==> src/rtl/txi_pkg.sv <==
package txi_pkg;
  localparam int SYM_W  = 5;
  localparam int PAIR_W = 2 * SYM_W;

  // control register field positions
  localparam int MODE_LSB = 0;
  localparam int INJ_LSB  = 3;
  localparam int INJ_ONCE_BIT = INJ_LSB;

  // register addresses
  localparam int A_CTL  = 0;
  localparam int A_THR  = 1;
  localparam int A_SYMA = 2;
  localparam int A_SYMB = 3;

  localparam logic [7:0] CTL_RESET = 8'hA2;

  localparam logic [SYM_W-1:0] SYM_QUIET = '0;
  localparam logic [SYM_W-1:0] SYM_IDLE  = '1;
  localparam logic [SYM_W-1:0] SYM_HALT  = 5'b00100;

  typedef enum logic [2:0] {
    TM_PASS   = 3'b000,
    TM_IDLE   = 3'b001,
    TM_OFF    = 3'b010,
    TM_RSV3   = 3'b011,
    TM_MASTER = 3'b100,
    TM_HALT   = 3'b101,
    TM_QUIET  = 3'b110,
    TM_RSV7   = 3'b111
  } tx_mode_e;

  typedef enum logic [1:0] {
    IJ_NONE     = 2'b00,
    IJ_ONCE     = 2'b01,
    IJ_PERIODIC = 2'b10,
    IJ_CONT     = 2'b11
  } inj_mode_e;
endpackage

==> src/rtl/txi_ctlregs.sv <==
module txi_ctlregs
  import txi_pkg::*;
#(
  parameter int REG_W  = 8,
  parameter int ADDR_W = 2,
  parameter int CNT_W  = 8
) (
  input  logic              clk,
  input  logic              rst,
  input  logic              bus_wr,
  input  logic [ADDR_W-1:0] bus_addr,
  input  logic [REG_W-1:0]  bus_wdata,
  input  logic              once_done,
  output logic [REG_W-1:0]  ctl_q,
  output logic [CNT_W-1:0]  thr_q,
  output logic              thr_wr,
  output logic [SYM_W-1:0]  sym_a,
  output logic [SYM_W-1:0]  sym_b
);
  localparam int NSYM = 2;

  logic [SYM_W-1:0] sym_q [NSYM];
  logic             ctl_wr;

  assign ctl_wr = bus_wr && (bus_addr == ADDR_W'(A_CTL));
  assign thr_wr = bus_wr && (bus_addr == ADDR_W'(A_THR));

  // control register: a software write wins over the one-shot auto-clear
  always_ff @(posedge clk) begin
    if (rst) begin
      ctl_q <= REG_W'(CTL_RESET);
    end else if (ctl_wr) begin
      ctl_q <= bus_wdata;
    end else if (once_done) begin
      ctl_q[INJ_ONCE_BIT] <= 1'b0;
    end
  end

  always_ff @(posedge clk) begin
    if (rst) begin
      thr_q <= '0;
    end else if (thr_wr) begin
      thr_q <= bus_wdata[CNT_W-1:0];
    end
  end

  // two symbol registers at consecutive addresses; only the symbol bits are kept
  for (genvar g = 0; g < NSYM; g++) begin : g_sym
    always_ff @(posedge clk) begin
      if (rst) begin
        sym_q[g] <= '0;
      end else if (bus_wr && (bus_addr == ADDR_W'(A_SYMA + g))) begin
        sym_q[g] <= bus_wdata[SYM_W-1:0];
      end
    end
  end

  assign sym_a = sym_q[0];
  assign sym_b = sym_q[1];
endmodule

==> src/rtl/txi_inj_counter.sv <==
module txi_inj_counter
  import txi_pkg::*;
#(
  parameter int CNT_W = 8
) (
  input  logic             clk,
  input  logic             rst,
  input  logic [1:0]       inj_mode,
  input  logic [CNT_W-1:0] thr_q,
  input  logic             thr_wr,
  input  logic [CNT_W-1:0] thr_new,
  input  logic             jk,
  output logic [CNT_W-1:0] cnt_q,
  output logic             inject,
  output logic             once_done
);
  logic             run_q;
  logic             active;
  logic [CNT_W-1:0] eff;

  // eff is the count that applies to the current pair; a JK in one-shot
  // mode substitutes the threshold so that a zero threshold hits the JK itself
  always_comb begin
    active = 1'b0;
    eff    = cnt_q;
    case (inj_mode_e'(inj_mode))
      IJ_PERIODIC: active = 1'b1;
      IJ_ONCE: begin
        if (jk) begin
          active = 1'b1;
          eff    = thr_q;
        end else begin
          active = run_q;
        end
      end
      default: active = 1'b0;
    endcase
    inject    = (inj_mode_e'(inj_mode) == IJ_CONT) || (active && (eff == '0));
    once_done = (inj_mode_e'(inj_mode) == IJ_ONCE) && inject;
  end

  always_ff @(posedge clk) begin
    if (rst) begin
      cnt_q <= '0;
      run_q <= 1'b0;
    end else begin
      if (thr_wr) begin
        cnt_q <= thr_new;
      end else if (active) begin
        cnt_q <= (eff == '0) ? thr_q : eff - CNT_W'(1);
      end
      run_q <= (inj_mode_e'(inj_mode) == IJ_ONCE) && (jk || run_q) && !inject;
    end
  end
endmodule

==> src/rtl/txi_out_stage.sv <==
module txi_out_stage
  import txi_pkg::*;
(
  input  logic              clk,
  input  logic              rst,
  input  logic [2:0]        mode,
  input  logic              inject,
  input  logic [PAIR_W-1:0] pair_in,
  input  logic [SYM_W-1:0]  sym_a,
  input  logic [SYM_W-1:0]  sym_b,
  output logic [PAIR_W-1:0] pair_q,
  output logic              en_q
);
  logic [PAIR_W-1:0] mode_pair;

  always_comb begin
    case (tx_mode_e'(mode))
      TM_PASS:   mode_pair = pair_in;
      TM_IDLE:   mode_pair = {SYM_IDLE, SYM_IDLE};
      TM_MASTER: mode_pair = {SYM_HALT, SYM_QUIET};
      TM_HALT:   mode_pair = {SYM_HALT, SYM_HALT};
      default:   mode_pair = {SYM_QUIET, SYM_QUIET};
    endcase
  end

  always_ff @(posedge clk) begin
    if (rst) begin
      pair_q <= {SYM_QUIET, SYM_QUIET};
      en_q   <= 1'b0;
    end else begin
      pair_q <= inject ? {sym_a, sym_b} : mode_pair;
      en_q   <= (tx_mode_e'(mode) != TM_OFF);
    end
  end
endmodule

==> src/rtl/txi_top.sv <==
module txi_top
  import txi_pkg::*;
#(
  parameter int REG_W  = 8,
  parameter int ADDR_W = 2,
  parameter int CNT_W  = 8
) (
  input  logic              clk,
  input  logic              rst,
  input  logic [PAIR_W-1:0] pair_in,
  input  logic              jk_in,
  input  logic              bus_wr,
  input  logic [ADDR_W-1:0] bus_addr,
  input  logic [REG_W-1:0]  bus_wdata,
  output logic [PAIR_W-1:0] pair_out,
  output logic              tx_en,
  output logic [CNT_W-1:0]  inj_count,
  output logic [REG_W-1:0]  ctl_state
);
  logic [REG_W-1:0] ctl_q;
  logic [CNT_W-1:0] thr_q;
  logic             thr_wr;
  logic [SYM_W-1:0] sym_a;
  logic [SYM_W-1:0] sym_b;
  logic [CNT_W-1:0] cnt_q;
  logic             inject;
  logic             once_done;

  txi_ctlregs #(.REG_W(REG_W), .ADDR_W(ADDR_W), .CNT_W(CNT_W)) u_regs (
    .clk      (clk),
    .rst      (rst),
    .bus_wr   (bus_wr),
    .bus_addr (bus_addr),
    .bus_wdata(bus_wdata),
    .once_done(once_done),
    .ctl_q    (ctl_q),
    .thr_q    (thr_q),
    .thr_wr   (thr_wr),
    .sym_a    (sym_a),
    .sym_b    (sym_b)
  );

  txi_inj_counter #(.CNT_W(CNT_W)) u_cnt (
    .clk      (clk),
    .rst      (rst),
    .inj_mode (ctl_q[INJ_LSB +: 2]),
    .thr_q    (thr_q),
    .thr_wr   (thr_wr),
    .thr_new  (bus_wdata[CNT_W-1:0]),
    .jk       (jk_in),
    .cnt_q    (cnt_q),
    .inject   (inject),
    .once_done(once_done)
  );

  txi_out_stage u_out (
    .clk    (clk),
    .rst    (rst),
    .mode   (ctl_q[MODE_LSB +: 3]),
    .inject (inject),
    .pair_in(pair_in),
    .sym_a  (sym_a),
    .sym_b  (sym_b),
    .pair_q (pair_out),
    .en_q   (tx_en)
  );

  assign inj_count = cnt_q;
  assign ctl_state = ctl_q;
endmodule

==> config.mk <==
export PLATFORM = sky130hd
export DESIGN_NAME = txi_top
export DESIGN_NICKNAME = d
export VERILOG_FILES = /design/src/rtl/txi_pkg.sv /design/src/rtl/txi_ctlregs.sv /design/src/rtl/txi_inj_counter.sv /design/src/rtl/txi_out_stage.sv /design/src/rtl/txi_top.sv
export SDC_FILE = /design/constraint.sdc
export NUM_CORES = 1
export LEC_CHECK = 0
export BUFFER_PORTS_ARGS = -buffer_cell sky130_fd_sc_hd__buf_2
export CELL_PAD_IN_SITES_DETAIL_PLACEMENT = 1
export CELL_PAD_IN_SITES_GLOBAL_PLACEMENT = 2
export CORE_ASPECT_RATIO = 0.8
export CORE_MARGIN = 5
export CORE_UTILIZATION = 36
export DETAILED_ROUTE_END_ITERATION = 6
export HOLD_SLACK_MARGIN = 0.03
export PLACE_DENSITY_LB_ADDON = 0.1
export SYNTH_ARGS = -nofsm -noshare
export SYNTH_HDL_FRONTEND = slang
export SYNTH_HIERARCHICAL = 1
export SYNTH_SLANG_ARGS = --single-unit
==> constraint.sdc <==
create_clock -name clk -period 7.7 [get_ports clk]
set_input_delay 0 -clock clk [delete_from_list [all_inputs] [get_ports clk]]
set_output_delay 0 -clock clk [all_outputs]
set_load 0.05 [all_outputs]
==> impl_metrics.yaml, run 1 <==
outcome:
  status: "finished clean"
pwr:
  powerDensity_nw_per_um2: 180
  power_leakage_nw: 1.32
  ir_worst_vdd_mv: 0.111
grt:
  grtUsageTotal_pct: 16.5
  grt_pass1_wl_mm: 11.5
  grt_max_degree: 47
  grt_antenna_before_repair: 0
  gr-total-overflow: 0
  grt_pass1_vias: 2154
clocking:
  cts_hold_buf: 15
  cts_made_buffers: 5
  clk_pin_slew_ns: 0.09
  cts_resized: 0
  cts_sinks: 46
  insertion_delay_ns: 0.30
  htree_levels: 2
  clockBufferDepth: 2
  cts_tree: "yes"
  root_buffer: "clkbuf_8"
  postCtsSetupRepairBufs: 0
synthesis:
  ys_ff_latch: 46
  syn_inst: 257
  netlist_top_cells_area: "dfxtp_1 29%, edfxtp_1 12%, mux2i_1 8.4%"
  synth_async_sr_flop_share_pct: 0
  syn_area_um2: 2500
  yosysMostFrequentCell: "dfxtp_1"
  avgSynthCellArea_um2: 9.72
  yosysUniqueCellTypes: 59
  syn_nets: 286
  synth_largest_area_cell: "dfxtp_1"
  synth_commonest_cells: "36 x dfxtp_1, 21 x mux2i_1, 21 x nand2b_1, 21 x nor2_1, 15 x nand2_1"
  yosysSeqAreaShare_pct: 40.9
  synth_enable_flop_cells: 10
  synth_top_area_share_pct: 28.9
  synthFlopType: "dfxtp_1"
  yosysWarnings: 6
sta:
  tightest_slew_ns: 0.903
  maxSlewViolCount: 0
  setup_tns_ns: 0
  finalHoldViolCount: 0
  relSlewSlack_pct: 39.5
  rsz0062_at_grt: "no"
  skew_ns: 0.00585
  worst_slack_ns: 4.22
  min_period_over_period_pct: 45.1
  timing.hold.ws_ns: 0.0483
  fmax_mhz: 288
  finalSetupViolCount: 0
  layout_min_cycle_time_ns: 3.48
setup_path:
  cp-start-kind: "flip-flop"
  critPathMaxFanout: 16
  worst_ep_required_time_ns: 7.94
  worst_ep_arrival_time_ns: 3.71
  crit_type: "reg2reg"
  critical_path.endpoint_type: "flip-flop"
finish:
  nFillCells: 807
  antennaDiodeCount: 0
  layout-drive-gt1-share_pct: 25.8
  area_growth_pct: 21.7
  fin_nets: 346
place:
  dp.final_hpwl_mm: 5.05
  port_buffers: 50
  place_congestion: 0.791
  dp_slack_ns: 4.31
detailed_routing:
  ant_nets: 0
  route.detailed.wl_per_inst_um: 17.3
  drtPass1Iterations: 4
  finalWirelength_mm: 7.02
  drtIter0Drc: 89
  dr_total_vias: 2150
  route.detailed.drc: 0
  via_per_inst: 5.31
floorplan:
  coreArea_um2: 6820
  die_w_um: 103
  placementRows: 27
  die-height_um: 84.5
  top_level_ports: 51
  dieArea_um2: 8710
  initial_core_util_pct: 36.6
flow_run:
  maxCapViolations: 0
worst_hold_path:
  hold_path.class: "in2reg"
## placed cells by master, fill, tap and decap left out, types with 2 or more instances in the layout
cell type / Yosys / final
a211o_1: 2 / 2
a211oi_1: 3 / 3
a21bo_2: 2 / 2
a21boi_0: 2 / 2
a21o_1: 2 / 2
a21oi_1: 11 / 11
a41oi_1: 2 / 2
and2_1: 13 / 13
and4bb_1: 3 / 3
buf_2: 0 / 50
clkbuf_8: 0 / 5
clkinv_2: 0 / 2
dfxtp_1: 36 / 36
dlygate4sd3_1: 0 / 15
edfxtp_1: 10 / 10
ha_1: 5 / 5
inv_1: 6 / 6
mux2i_1: 21 / 21
nand2_1: 15 / 15
nand2b_1: 21 / 21
nand3_1: 3 / 3
nor2_1: 21 / 21
nor2b_1: 4 / 4
nor3_1: 5 / 5
nor3b_1: 5 / 5
o21ai_0: 6 / 6
o21ai_2: 8 / 8
o22ai_1: 3 / 3
o31ai_1: 3 / 3
or2_2: 2 / 2
xor2_1: 2 / 2
## cells by family after synthesis
| group | after synthesis | share of synthesized area, % |
|---|---|---|
| and+or+nand+nor | 104 | 24.6 |
| AOI/OAI and AO/OA | 58 | 18.2 |
| DFF | 46 | 40.9 |
| muxes | 21 | 8.42 |
| buffers and inverters | 20 | 4.36 |
| adders and majority gates | 5 | 2.51 |
| xor gates and xnor gates | 3 | 1.05 |
## power by group
part,leakage (nW),total (mW),internal (mW),switching (mW)
Sequential,0.391,0.264,0.256,0.00775
Combinational,0.867,0.105,0.0417,0.0632
Clock,0.0579,0.179,0.0957,0.0834
Total,1.32,0.548,0.393,0.154
## registers in the layout (all words and copies together) (netlist names)
signal / flops
u_regs/thr_q: 8
u_regs/sym_q: 10
u_cnt/run_q: 1
u_cnt/cnt_q: 8
u_regs/ctl_q: 8
u_out/en_q: 1
u_out/pair_q: 10
## metrics by stage
stage	instance area (um^2)	power (mW)	cells	utilization, %
finish	3040	0.548	405	44.6
global route	3040	0.576	405	44.6
CTS	3040	0.555	405	44.6
detailed placement	2780	0.368	382	40.8
global placement	2780	0.368	382	40.8
floorplan	2500	0.340	257	-
## layout make-up
type                    instances  area (um^2)  share of cell area [%]
repair buffers                 66          408                    13.4
inverters                       7         26.3                   0.864
multi-input cells             191         1370                    45.0
clock inverters                 3         40.0                    1.32
clock buffers                   5         68.8                    2.26
flip-flops and latches         46         1020                    33.6
well taps                      87          109                    3.58
## routing by layer
metal	up-vias	GRT usage, %	part of all wire, %
met5	-	0	0
met4	0	3.18	0.57
met3	5	3.32	4.2
met2	48	23.8	43
met1	1045	25.5	52
li1	1052	-	-
## critical path: stages, from the launching register on
cell	delay, ns
dfxtp_1	0.40
ha_1	0.61
nand2_2	0.28
a21oi_1	0.32
ha_1	0.25
o2111ai_2	0.28
nor2_4	0.30
a21o_1	0.24
nor2b_1	0.50
nand2_1	0.16
o21ai_2	0.08
## final timing paths
check,cells past startpoint,end,slack [ns],startpoint
worst min register to register,2,u_out/pair_q[0]$_SDFF_PP0_,0.45,u_regs/sym_q[1][0]$_SDFFCE_PN0P_
worst min-delay path,3,u_regs/thr_q[4]$_SDFFE_PP0P_,0.05,bus_wdata[4]
worst max register to register,10,u_out/pair_q[5]$_SDFF_PP0_,4.22,u_regs/ctl_q[3]$_SDFFE_PP0P_
worst max-delay path,10,u_out/pair_q[5]$_SDFF_PP0_,4.22,u_regs/ctl_q[3]$_SDFFE_PP0P_
Note: power is estimated with default switching activity, not from simulation.
==> run 2: changes to the inputs <==
--- a/config.mk
+++ b/config.mk
@@ -5,12 +5,13 @@
 export SDC_FILE = /design/constraint.sdc
 export NUM_CORES = 1
 export LEC_CHECK = 0
+export ABC_AREA = 1
 export BUFFER_PORTS_ARGS = -buffer_cell sky130_fd_sc_hd__buf_2
 export CELL_PAD_IN_SITES_DETAIL_PLACEMENT = 1
 export CELL_PAD_IN_SITES_GLOBAL_PLACEMENT = 2
 export CORE_ASPECT_RATIO = 0.8
 export CORE_MARGIN = 5
-export CORE_UTILIZATION = 36
+export CORE_UTILIZATION = 31
 export DETAILED_ROUTE_END_ITERATION = 6
 export HOLD_SLACK_MARGIN = 0.03
 export PLACE_DENSITY_LB_ADDON = 0.1
==> constraint.sdc (replaced) <==
create_clock -name clk -period 3.31 [get_ports clk]
set_input_delay 0 -clock clk [delete_from_list [all_inputs] [get_ports clk]]
set_output_delay 0 -clock clk [all_outputs]
set_load 0.05 [all_outputs]
==> run 2 against run 1 <==
- die area rose by 20%
- synthesized area rose by 5.3%
- first-iteration DRC count did not move
- non-clock buffer count fell by 7
- combinational power rose to 3.5 times the previous value
- worst hold slack got worse by 0.015 ns
- setup slack got worse by 3.6 ns
- routed wire length rose by 12%
- clock power rose by 100%
- power rose by 150%
- register-to-register slack got worse by 3.6 ns
- highest routed layer unchanged
==> impl_metrics.yaml, run 2 <==
outcome:
  status: "finished clean"
clocking:
  postCtsSetupRepairBufs: 0
  cts_made_buffers: 5
  root_buffer: "clkbuf_8"
  cts_sinks: 46
  cts_resized: 0
  htree_levels: 2
  clk_pin_slew_ns: 0.10
  clockBufferDepth: 2
  cts_tree: "yes"
  insertion_delay_ns: 0.31
finish:
  layout-drive-gt1-share_pct: 24.0
  reg_top3: "u_out/pair_q (10), u_regs/sym_q (10)"
  final_common_cell: "nand2_1"
  fin_nets: 441
  final_cell_mix: "92 x nand2_1, 50 x buf_2, 45 x inv_1, 41 x nor2_1, 37 x nand3_1"
  finalNonFillerCells: 525
  area_growth_pct: 17.0
  antennaDiodeCount: 0
sta:
  rsz0062_at_grt: "no"
  min_period_over_period_pct: 82.0
  relSlewSlack_pct: 55.6
  finalSetupViolCount: 0
  timing.hold.ws_ns: 0.0332
  setup_tns_ns: 0
  fmax_mhz: 368
  tightest_slew_ns: 0.665
  worst_slack_ns: 0.596
  maxSlewViolCount: 0
  layout_min_cycle_time_ns: 2.71
  skew_ns: 0.00757
  finalHoldViolCount: 0
floorplan:
  initial_core_util_pct: 31.4
  die-height_um: 92.4
  coreArea_um2: 8370
  die_w_um: 113
  dieArea_um2: 10400
  top_level_ports: 51
  placementRows: 30
synthesis:
  yosysSeqAreaShare_pct: 38.8
  synthFlopType: "dfxtp_1"
  synth_largest_area_cell: "dfxtp_1"
  synth_top_area_share_pct: 27.4
  synth_compound_gate_area_share_pct: 10.4
  synthMuxAreaShare_pct: 0
  synth_enable_flop_cells: 10
  syn_nets: 388
  ys_ff_latch: 46
  yosysWarnings: 6
  avgSynthCellArea_um2: 7.32
  synthSimpleGateAreaFrac_pct: 35.7
  syn_inst: 359
  synth_adder_area_share_pct: 2.38
  synth_xor_area_share_pct: 0.666
  synth_top_family_by_area: "simple AND/OR/NAND/NOR gates"
  yosysMostFrequentCell: "nand2_1"
  yosysUniqueCellTypes: 32
  netlist_top_cells_area: "dfxtp_1 27%, nand2_1 13%, edfxtp_1 11%"
  syn_area_um2: 2630
  synth_async_sr_flop_share_pct: 0
  synth_commonest_cells: "92 x nand2_1, 45 x inv_1, 41 x nor2_1"
grt:
  grt_pass1_wl_mm: 12.7
  grt_pass1_vias: 2325
  grtUsageTotal_pct: 15.6
  grt_antenna_before_repair: 0
  gr-total-overflow: 0
  grt_max_degree: 21
place:
  place_congestion: 0.807
  dp_slack_ns: 0.600
  dp_cells: 509
  port_buffers: 50
  dp.final_hpwl_mm: 6.14
pwr:
  ir_worst_vdd_mv: 0.177
  powerDensity_nw_per_um2: 440
  power_leakage_nw: 1.52
  power.total_mw: 1.35
detailed_routing:
  route.detailed.wl_per_inst_um: 15.0
  finalWirelength_mm: 7.88
  dr_total_vias: 2383
  route.detailed.drc: 0
  ant_nets: 0
  via_per_inst: 4.54
  drtPass1Iterations: 4
  drtIter0Drc: 89
setup_path:
  worst_ep_required_time_ns: 3.51
  rrSetupSlack_ns: 0.60
  critical_path.endpoint_type: "flip-flop"
  cp-start-kind: "flip-flop"
  r2r_cells: 14
  crit_type: "reg2reg"
  r2r-end: "u_regs/ctl_q[3]$_SDFFE_PP0P_"
  worst_ep_arrival_time_ns: 2.92
  timing.rr.start: "u_regs/ctl_q[3]$_SDFFE_PP0P_"
  critPathMaxFanout: 14
worst_hold_path:
  hold_path.class: "in2reg"
  whs_endpoint: "u_regs/thr_q[1]$_SDFFE_PP0P_"
  hp-start: "bus_wdata[1]"
  hold_depth: 3
flow_run:
  maxCapViolations: 0
run 2: changes by cell type after synthesis, sizes merged, moves of 7 or more:
cell,previous run,this run
nor2,22,47
nand2b,21,0
and2,13,1
buf,6,13
clkbuf,7,0
nand2,16,106
inv,7,50
a21oi,11,26
mux2i,21,0
nand3,3,41
run 2: cell families (layout without fill, tap and decap cells):
logic type / after synthesis / count (layout)
buf+inv: 66 / 120
fa+ha+maj: 5 / 5
compound gates: 42 / 42
xor+xnor: 2 / 2
flops: 46 / 46
simple gates: 198 / 198
run 2: worst max-delay path by stage:
stage / cells past startpoint / endpoint / from
5_1_grt: 14 / u_regs/ctl_q[3]$_SDFFE_PP0P_ / u_regs/ctl_q[3]$_SDFFE_PP0P_
4_1_cts: 13 / u_out/pair_q[6]$_SDFF_PP0_ / u_regs/ctl_q[3]$_SDFFE_PP0P_
3_5_place_dp: 14 / u_regs/ctl_q[3]$_SDFFE_PP0P_ / u_regs/ctl_q[3]$_SDFFE_PP0P_
3_3_place_gp: 14 / u_regs/ctl_q[3]$_SDFFE_PP0P_ / u_regs/ctl_q[3]$_SDFFE_PP0P_
2_1_floorplan: 16 / u_out/pair_q[0]$_SDFF_PP0_ / u_regs/ctl_q[4]$_SDFFE_PP0P_
6_report: 14 / u_regs/ctl_q[3]$_SDFFE_PP0P_ / u_regs/ctl_q[3]$_SDFFE_PP0P_
run 2: power by group:
| group | total (mW) | internal (mW) | switching [mW] | leakage (nW) |
|---|---|---|---|---|
| logic | 0.371 | 0.112 | 0.258 | 1.08 |
| registers | 0.625 | 0.603 | 0.0215 | 0.392 |
| clock network | 0.359 | 0.150 | 0.210 | 0.0452 |
| total | 1.35 | 0.866 | 0.489 | 1.52 |
run 2: metal layers:
metal | vias to the layer above | global-route usage [%] | part of all wire [%]
li1 | 1234 | - | -
met2 | 44 | 20.9 | 38
met4 | 0 | 3.30 | 0.39
met1 | 1101 | 24.9 | 56
met5 | - | 0 | 0
met3 | 4 | 3.46 | 5.3
run 2: critical path, cell delays in order (launching register included):
cell,delay (ns)
dfxtp_1,0.41
ha_1,0.44
nand2_4,0.22
o21a_1,0.26
inv_1,0.08
ha_1,0.19
nand2_4,0.08
nor2_8,0.14
nand2_4,0.13
o21bai_2,0.13
buf_4,0.19
and2_1,0.14
nor2_1,0.04
a21oi_1,0.11
nor2_1,0.06
run 2: repair_timing:
item / CTS / global route
hold buffers: 8 / 0
hold endpoints to repair: 10 / 0
setup endpoints to repair: 0 / 0
run 2: through the flow:
step	util [%]	area (um^2)
floorplan	-	2630
global placement	34.8	2910
detailed placement	34.8	2910
CTS	36.8	3080
global route	36.8	3080
finish	36.8	3080
run 2: final cells by class:
| class | count | area, um^2 |
|---|---|---|
| Timing Repair Buffer | 59 | 338 |
| Fill cell | 1076 | 5290 |
| Tap cell | 112 | 140 |
| Clock buffer | 6 | 72.6 |
| Multi-Input combinational cell | 247 | 1290 |
| Inverter | 53 | 199 |
| Clock inverter | 2 | 13.8 |
| Sequential cell | 46 | 1020 |
